[src/rtl/qpt_pkg.sv]
package qpt_pkg;

  // Map a Gray-coded phase pair {a,b} onto its place in the cycle 0..3
  function automatic logic [1:0] phase_index(input logic [1:0] ab);
    return {ab[1], ab[1] ^ ab[0]};
  endfunction

  typedef enum logic [1:0] {
    MOVE_NONE = 2'd0,
    MOVE_FWD  = 2'd1,
    MOVE_BAD  = 2'd2,
    MOVE_REV  = 2'd3
  } move_e;

endpackage

[src/rtl/qpt_sync.sv]
module qpt_sync #(
  parameter int WIDTH  = 2,
  parameter int STAGES = 2
) (
  input  logic             clk,
  input  logic             rst_n,
  input  logic [WIDTH-1:0] raw_in,
  output logic [WIDTH-1:0] sync_out
);

  logic [WIDTH-1:0] chain [STAGES];

  always_ff @(posedge clk) begin
    if (!rst_n) begin
      for (int i = 0; i < STAGES; i++) chain[i] <= '0;
    end else begin
      chain[0] <= raw_in;
      for (int i = 1; i < STAGES; i++) chain[i] <= chain[i-1];
    end
  end

  assign sync_out = chain[STAGES-1];

endmodule

[src/rtl/qpt_step_decode.sv]
module qpt_step_decode
  import qpt_pkg::*;
(
  input  logic       clk,
  input  logic       rst_n,
  input  logic [1:0] phase_cur,
  output logic       step_fwd,
  output logic       step_rev
);

  logic [1:0] phase_prev;
  logic [1:0] delta;
  move_e      move;

  always_ff @(posedge clk) begin
    if (!rst_n) phase_prev <= 2'b00;
    else        phase_prev <= phase_cur;
  end

  always_comb begin
    delta = phase_index(phase_cur) - phase_index(phase_prev);
    move  = move_e'(delta);
  end

  assign step_fwd = (move == MOVE_FWD);
  assign step_rev = (move == MOVE_REV);


  step_excl_chk: assert property (@(posedge clk) disable iff (!rst_n)
    $onehot0({step_fwd, step_rev}));


  double_jump_chk: assert property (@(posedge clk) disable iff (!rst_n)
    ((phase_cur ^ phase_prev) == 2'b11) |-> (!step_fwd && !step_rev));

endmodule

[src/rtl/qpt_pos_counter.sv]
module qpt_pos_counter #(
  parameter int POS_MAX = 360,
  parameter int POS_W   = $clog2(POS_MAX + 1)
) (
  input  logic             clk,
  input  logic             rst_n,
  input  logic             step_fwd,
  input  logic             step_rev,
  output logic [POS_W-1:0] pos,
  output logic             dir
);

  localparam logic [POS_W-1:0] TOP = POS_W'(POS_MAX);

  logic at_top, at_floor;

  assign at_top   = (pos == TOP);
  assign at_floor = (pos == '0);

  always_ff @(posedge clk) begin
    if (!rst_n) begin
      pos <= '0;
      dir <= 1'b0;
    end else if (step_fwd) begin
      pos <= at_top ? '0 : pos + 1'b1;
      dir <= 1'b1;
    end else if (step_rev) begin
      pos <= at_floor ? TOP : pos - 1'b1;
      dir <= 1'b0;
    end
  end


  pos_range_chk: assert property (@(posedge clk) disable iff (!rst_n)
    pos <= TOP);


  top_wrap_chk: assert property (@(posedge clk) disable iff (!rst_n)
    (step_fwd && at_top) |=> (pos == '0));


  floor_wrap_chk: assert property (@(posedge clk) disable iff (!rst_n)
    (step_rev && at_floor) |=> (pos == TOP));


  fwd_dir_chk: assert property (@(posedge clk) disable iff (!rst_n)
    step_fwd |=> dir);


  rev_dir_chk: assert property (@(posedge clk) disable iff (!rst_n)
    step_rev |=> !dir);


  hold_chk: assert property (@(posedge clk) disable iff (!rst_n)
    (!step_fwd && !step_rev) |=> ($stable(pos) && $stable(dir)));

endmodule

[src/rtl/qpt_tracker.sv]
module qpt_tracker #(
  parameter int POS_MAX     = 360,
  parameter int SYNC_STAGES = 2,
  parameter int POS_W       = $clog2(POS_MAX + 1)
) (
  input  logic             clk,
  input  logic             rst_n,
  input  logic             enc_a,
  input  logic             enc_b,
  output logic [POS_W-1:0] position,
  output logic             direction
);

  logic [1:0] phase_sync;
  logic       fwd, rev;

  qpt_sync #(.WIDTH(2), .STAGES(SYNC_STAGES)) u_sync (
    .clk      (clk),
    .rst_n    (rst_n),
    .raw_in   ({enc_a, enc_b}),
    .sync_out (phase_sync)
  );

  qpt_step_decode u_decode (
    .clk       (clk),
    .rst_n     (rst_n),
    .phase_cur (phase_sync),
    .step_fwd  (fwd),
    .step_rev  (rev)
  );

  qpt_pos_counter #(.POS_MAX(POS_MAX), .POS_W(POS_W)) u_counter (
    .clk      (clk),
    .rst_n    (rst_n),
    .step_fwd (fwd),
    .step_rev (rev),
    .pos      (position),
    .dir      (direction)
  );


  reset_state_chk: assert property (@(posedge clk)
    !rst_n |=> (position == '0 && !direction));

endmodule

[config.mk]
export PLATFORM = sky130hd
export DESIGN_NAME = qpt_tracker
export DESIGN_NICKNAME = d
export VERILOG_FILES = /design/src/rtl/qpt_pkg.sv /design/src/rtl/qpt_sync.sv /design/src/rtl/qpt_step_decode.sv /design/src/rtl/qpt_pos_counter.sv /design/src/rtl/qpt_tracker.sv
export SDC_FILE = /design/constraint.sdc
export NUM_CORES = 1
export LEC_CHECK = 0
export BUFFER_PORTS_ARGS = -buffer_cell sky130_fd_sc_hd__buf_2
export CAP_MARGIN = 5
export CORE_ASPECT_RATIO = 0.75
export CORE_MARGIN = 3
export CORE_UTILIZATION = 46
export DETAILED_ROUTE_END_ITERATION = 6
export PLACE_DENSITY = 0.63
export SLEW_MARGIN = 30
export SYNTH_ARGS = -nofsm -noshare
export SYNTH_HDL_FRONTEND = slang
export SYNTH_SLANG_ARGS = --single-unit
export TNS_END_PERCENT = 30
[constraint.sdc]
create_clock -name clk -period 5.1 [get_ports clk]
set_input_delay 0 -clock clk [delete_from_list [all_inputs] [get_ports clk]]
set_output_delay 0 -clock clk [all_outputs]
set_load 0.02 [all_outputs]
## Word-level counts from Yosys, hierarchy flattened

Memory sizes are Yosys's and may differ from the RTL's.
Index checks and enable logic that the tools add are counted.
W data, S select, Z words.

- Flip-flop bits (word level): 12
- RAM bits: 4
- Output and inout bits: 10
- Logic and storage cells: 26
- Memories kept: 1

Memory list:

| name | words | bits a word | rd ports | clocked after Yosys merged registers in | write ports | line | RTL |
|---|---|---|---|---|---|---|---|
| u_sync.chain | 2 | 2 | 2 | 0 | 2 | qpt_sync.sv:11 | `logic [WIDTH-1:0] chain [STAGES];` |

- Add/sub/neg operators: 3
- Equality and inequality tests: 3
- Multiplexer cells: 10
- Bitwise operators: 4
- Reductions and logical operators: 2

Operator list:

| operator | count |
|---|---|
| $mux W9 | 4 |
| $add A9 B1 Y9 const B | 1 |
| $eq A9 B9 Y1 const B | 1 |
| $logic_not A9 Y1 | 1 |
| $sub A9 B1 Y9 const B | 1 |
| $mux W1 | 4 |
| $mux W2 | 2 |
| $eq A2 B1 Y1 const B | 1 |
| $eq A2 B2 Y1 const B | 1 |
| $or A1 B1 Y1 | 2 |
| $reduce_bool A2 Y1 | 1 |
| $sub A2 B2 Y2 | 1 |
| $xor A1 B1 Y1 | 2 |

## Depth between registers and ports, before layout

- Depth in word-level cells: 5
- Gate-level depth with buffers: 9
- Depth with buffers taken out: 7

## By module

From an unflattened synthesis, not the netlist that was laid out.

- Cell total of the unflattened synthesis: 126
- Area, all modules: 1127.3 um^2

Modules (own cells, without submodules):

| module | instances | cells an instance | area an instance (um^2) | seq. area each (um^2) |
|---|---|---|---|---|
| qpt_pos_counter | 1 | 106 | 888.4 | 200.2 |
| qpt_sync | 1 | 10 | 120.1 | 80.1 |
| qpt_step_decode | 1 | 10 | 118.9 | 40.0 |

## Worst setup path before layout

Ideal clock, no wire load.

- Kind: register to register
- Start: reg u_counter.pos[0]
- End: reg u_counter.pos[3]
- Setup time: 0.124 ns
- Arrival time: 1.936 ns
- Setup slack: 3.040 ns
- Cell stages (with the launch flop): 9
- Path buffers: 1
- Cells stage by stage: dfxtp_1 inv_1 ha_1 nand4b_1 or4_1 and2_4 buf_6 a222oi_1 nor2_1

- Longest elaborated chain between the ends: 4
- Elaborated cells between the ends (all ways): 8
- Classes of those cells: 2 x add/sub; 1 x eq/ne; 4 x mux; 1 x reduce/logical

Ends and longest elaborated chain:

| element | line | RTL |
|---|---|---|
| start: declaration | qpt_pos_counter.sv:9 | `output logic [POS_W-1:0] pos,` |
| start signal: assignment | qpt_pos_counter.sv:25 | `pos <= at_top ? '0 : pos + 1'b1;` |
| start signal: assignment | qpt_pos_counter.sv:28 | `pos <= at_floor ? TOP : pos - 1'b1;` |
| $sub A9 B1 Y9 or $logic_not A9 Y1 (tied branches) | qpt_pos_counter.sv:28, qpt_pos_counter.sv:18 |  |
| $mux W9 | qpt_pos_counter.sv:28 |  |
| $mux W9 | qpt_pos_counter.sv:27 | `end else if (step_rev) begin` |
| $mux W9 (*) | qpt_pos_counter.sv:24 | `end else if (step_fwd) begin` |

Every way passes the cells marked *; elsewhere a longest branch is shown, timed or not. The select of a mux whose other input is x is not followed.
A chain may end at the register's enable or synchronous reset.

## Final worst setup path

- Start: reg u_decode.phase_prev[1]
- End: reg u_counter.pos[3]

- Longest elaborated chain between the ends: 4
- Elaborated cells between the ends (all ways): 6
- Classes of those cells: 1 x add/sub; 2 x eq/ne; 1 x mux; 1 x bitwise; 1 x reduce/logical

Ends and longest elaborated chain:

| element | line | RTL |
|---|---|---|
| start: declaration | qpt_step_decode.sv:11 | `logic [1:0] phase_prev;` |
| start signal: assignment | qpt_step_decode.sv:17 | `else phase_prev <= phase_cur;` |
| $xor A1 B1 Y1 | qpt_pkg.sv:5 | `return {ab[1], ab[1] ^ ab[0]};` |
| $sub A2 B2 Y2 (*) | qpt_step_decode.sv:21 | `delta = phase_index(phase_cur) - phase_index(phase_prev);` |
| $eq A2 B1 Y1 or $eq A2 B2 Y1 (tied branches) | qpt_step_decode.sv:25, qpt_step_decode.sv:26 |  |
| $mux W9 or $reduce_bool A2 Y1 (tied branches) | -- |  |

Every way passes the cells marked *; elsewhere a longest branch is shown, timed or not.

==> flow_summary.toml <==
[logic_synthesis]
synth_edf_count = 0
async_flop_share = 0
synthCells = 124
syn-num-nets = 132
synth_cell_types = 42
yosys-top-cells-area = "dfxtp_1, ha_1, nand2_1"
synth_area_leader_cell = "dfxtp_1"
yosysSeqAreaShare = 0.311
yosysMostFrequentCell = "dfxtp_1"
yosysWarnings = 0
synthFlopType = "dfxtp_1"
yosysTopAreaCellShare = 0.311
synth.avg_cell_area_um2 = 8.29
syn_area_mm2 = 0.00103
ys_ff_latch = 16
synthTopCellsByCount = "dfxtp_1, nand2_1, nor2_1, a21oi_1, and2_1"

[clock_tree]
clk_path_buf_depth = 2
clkTransAtPathRegs_ns = 0.09
cts_setup_buffers = 0
cts_buffers = 3
clkLatencyLatePin_ns = 0.29
cts_tree = "done"
clockRootBuffer = "clkbuf_4"
clock_sinks = 16
ctsHtreeMaxLevel = 1

[sta]
maxSlewViolCount = 0
worst_hold_slack_ns = 0.0532
fin_setup_tns_ns = 0
min_period_ns = 2.21
tightest_slew_ns = 0.509
fin_crit_sh = 0.434
fmax_mhz = 452
fin_skew_ns = 0.00854
slew-limit-headroom = 0.656
setup_violations = 0
hold_violations = 0
rsz0062_at_grt = "no"

[finish]
fillers = 208
nets = 144
drive_gt1_frac = 0.164
n_antenna_cell = 0
utilization = 0.535
final_cell_area_mm2 = 0.00110
area_delta_synth_final_pct = 7.42

[power_and_ir_drop]
leakagePower_nw = 0.458
seqPwrFrac = 0.408
p_sw_frac = 0.419
p_per_area_mw_per_mm2 = 358
intPower_w = 0.000230
p_comb_frac = 0.427
clkPwrFrac = 0.165
vdd_drop_max_mv = 0.170
p_sw_w = 0.000166

[detailed_routing]
dr.pass1.iters = 4
vias_per_cell = 6.18
drt_iter0_drc = 36
ant_nets = 0
num_vias = 977
drt_wl_total_um = 2440
routedWlPerCell_um = 15.5
drc = 0

[setup_path]
cp.arrival_ns = 2.40
start_kind = "register"
crit_buf_inv = 1
max_stage_delay_ns = 0.54
crit_chain = "xor2_1 -> ha_1 -> inv_1 -> and2_2 -> and2_4 -> a222oi_1 -> nor2_1"
critPathMaxFanout = 14
worstPathRequired_ns = 5.28
crit_family = "adder cells"
cp-end-kind = "register"
reg2reg_slack_ns = 2.89
path_class = "reg2reg"
slowest_stage = "ha_1"

[die]
core_region_area_mm2 = 0.00207
ios = 14
die_x_um = 60.6
die_y_um = 47.0
start_util = 0.498
row_count = 14
die_area_mm2 = 0.00285

[placed_design]
placed_area_mm2 = 0.00106
numPortBuffers = 13
place_congestion = 0.904
dp_hpwl_um = 1830

[global_route]
grt_max_degree = 15
grt_overflow = 0
antenna_found_initial = 0
grt_use_total = 0.197
first_global_vias = 841
grt_pass1_wl_um = 4080

[min_path]
holdCritPathClass = "in2reg"

[run]
max_cap_viol_count = 0

[run_status]
status = "completed"
[area by class of cell]
cell class	count	area, um2	area share
Sequential cell	16	320	0.290
Inverter	4	15.0	0.0136
Multi-Input combinational cell	96	632	0.572
Tap cell	24	30.0	0.0272
Timing Repair Buffer	15	85.1	0.0770
Clock buffer	3	22.5	0.0204
[flip-flops by register name, summed over array words and instances, names as in the netlist]
signal and count:
u_counter.dir 1, u_counter.pos 9, u_decode.phase_prev 2, u_sync.chain 4
[logic make-up (layout without fill, tap and decap cells)]
| group | count (synthesis) | after routing | synth area share |
|---|---|---|---|
| simple gates | 56 | 56 | 0.293 |
| compound gates | 30 | 30 | 0.204 |
| flops | 16 | 16 | 0.311 |
| buf+inv | 12 | 22 | 0.0742 |
| fa+ha+maj | 4 | 4 | 0.0487 |
| xor+xnor | 4 | 4 | 0.0487 |
| mux | 2 | 2 | 0.0195 |
[worst paths after layout]
path	cells past startpoint	from	end
setup reg to reg	7	u_decode.phase_prev[1]	u_counter.pos[3]
hold reg to reg	1	u_sync.chain[0][0]	u_sync.chain[0][2]
setup / recovery	7	u_decode.phase_prev[1]	u_counter.pos[3]
hold / removal	2	rst_n	u_counter.pos[7]
[layout by cell type, fill, tap and decap left out, drive strengths merged, types with 2 or more instances in the layout]
cell type and count:
dlygate4sd3 2, xor2 2, nand2 12, or4 2, nor4b 2, ha 4
dfxtp 16, inv 4, a21oi 7, o31ai 2, a211oi 2, or3 2
a31oi 2, clkbuf 3, nor2 12, nand4b 2, nor4 4, o21ai 4
nand3 3, buf 13, nor3 5, mux2i 2, o211ai 3, and2 10
[power by group through the flow]
| stage | Clock, W | Combinational [W] | Sequential (W) |
|---|---|---|---|
| 6_report | 0.0000653 | 0.000169 | 0.000161 |
| 5_1_grt | 0.0000741 | 0.000187 | 0.000164 |
| 4_1_cts | 0.0000689 | 0.000166 | 0.000160 |
| 3_5_place_dp | 0 | 0.000164 | 0.000164 |
| 2_1_floorplan | 0 | 0.000130 | 0.000163 |
| 3_3_place_gp | 0 | 0.000167 | 0.000163 |
[through the flow]
stage	cells	setup slack, ns	power (W)
after floorplan	124	3.04	0.000293
after global routing	158	2.72	0.000426
final	158	2.89	0.000395
after CTS	158	2.91	0.000395
after detailed placement	153	2.92	0.000327
after global placement	153	2.97	0.000330
[layer usage]
layer / routed length, um / vias up / track usage
met4: 25 / 0 / 0.0519
met1: 1290 / 456 / 0.298
met2: 928 / 39 / 0.262
met3: 203 / 4 / 0.0659
li1: - / 478 / -
met5: 0 / - / 0
[what timing repair did]
item                      CTS  global route
resized for setup           0             0
hold buffers                2             0
hold endpoints to repair    2             0
Power figures use the tool's default switching activity.
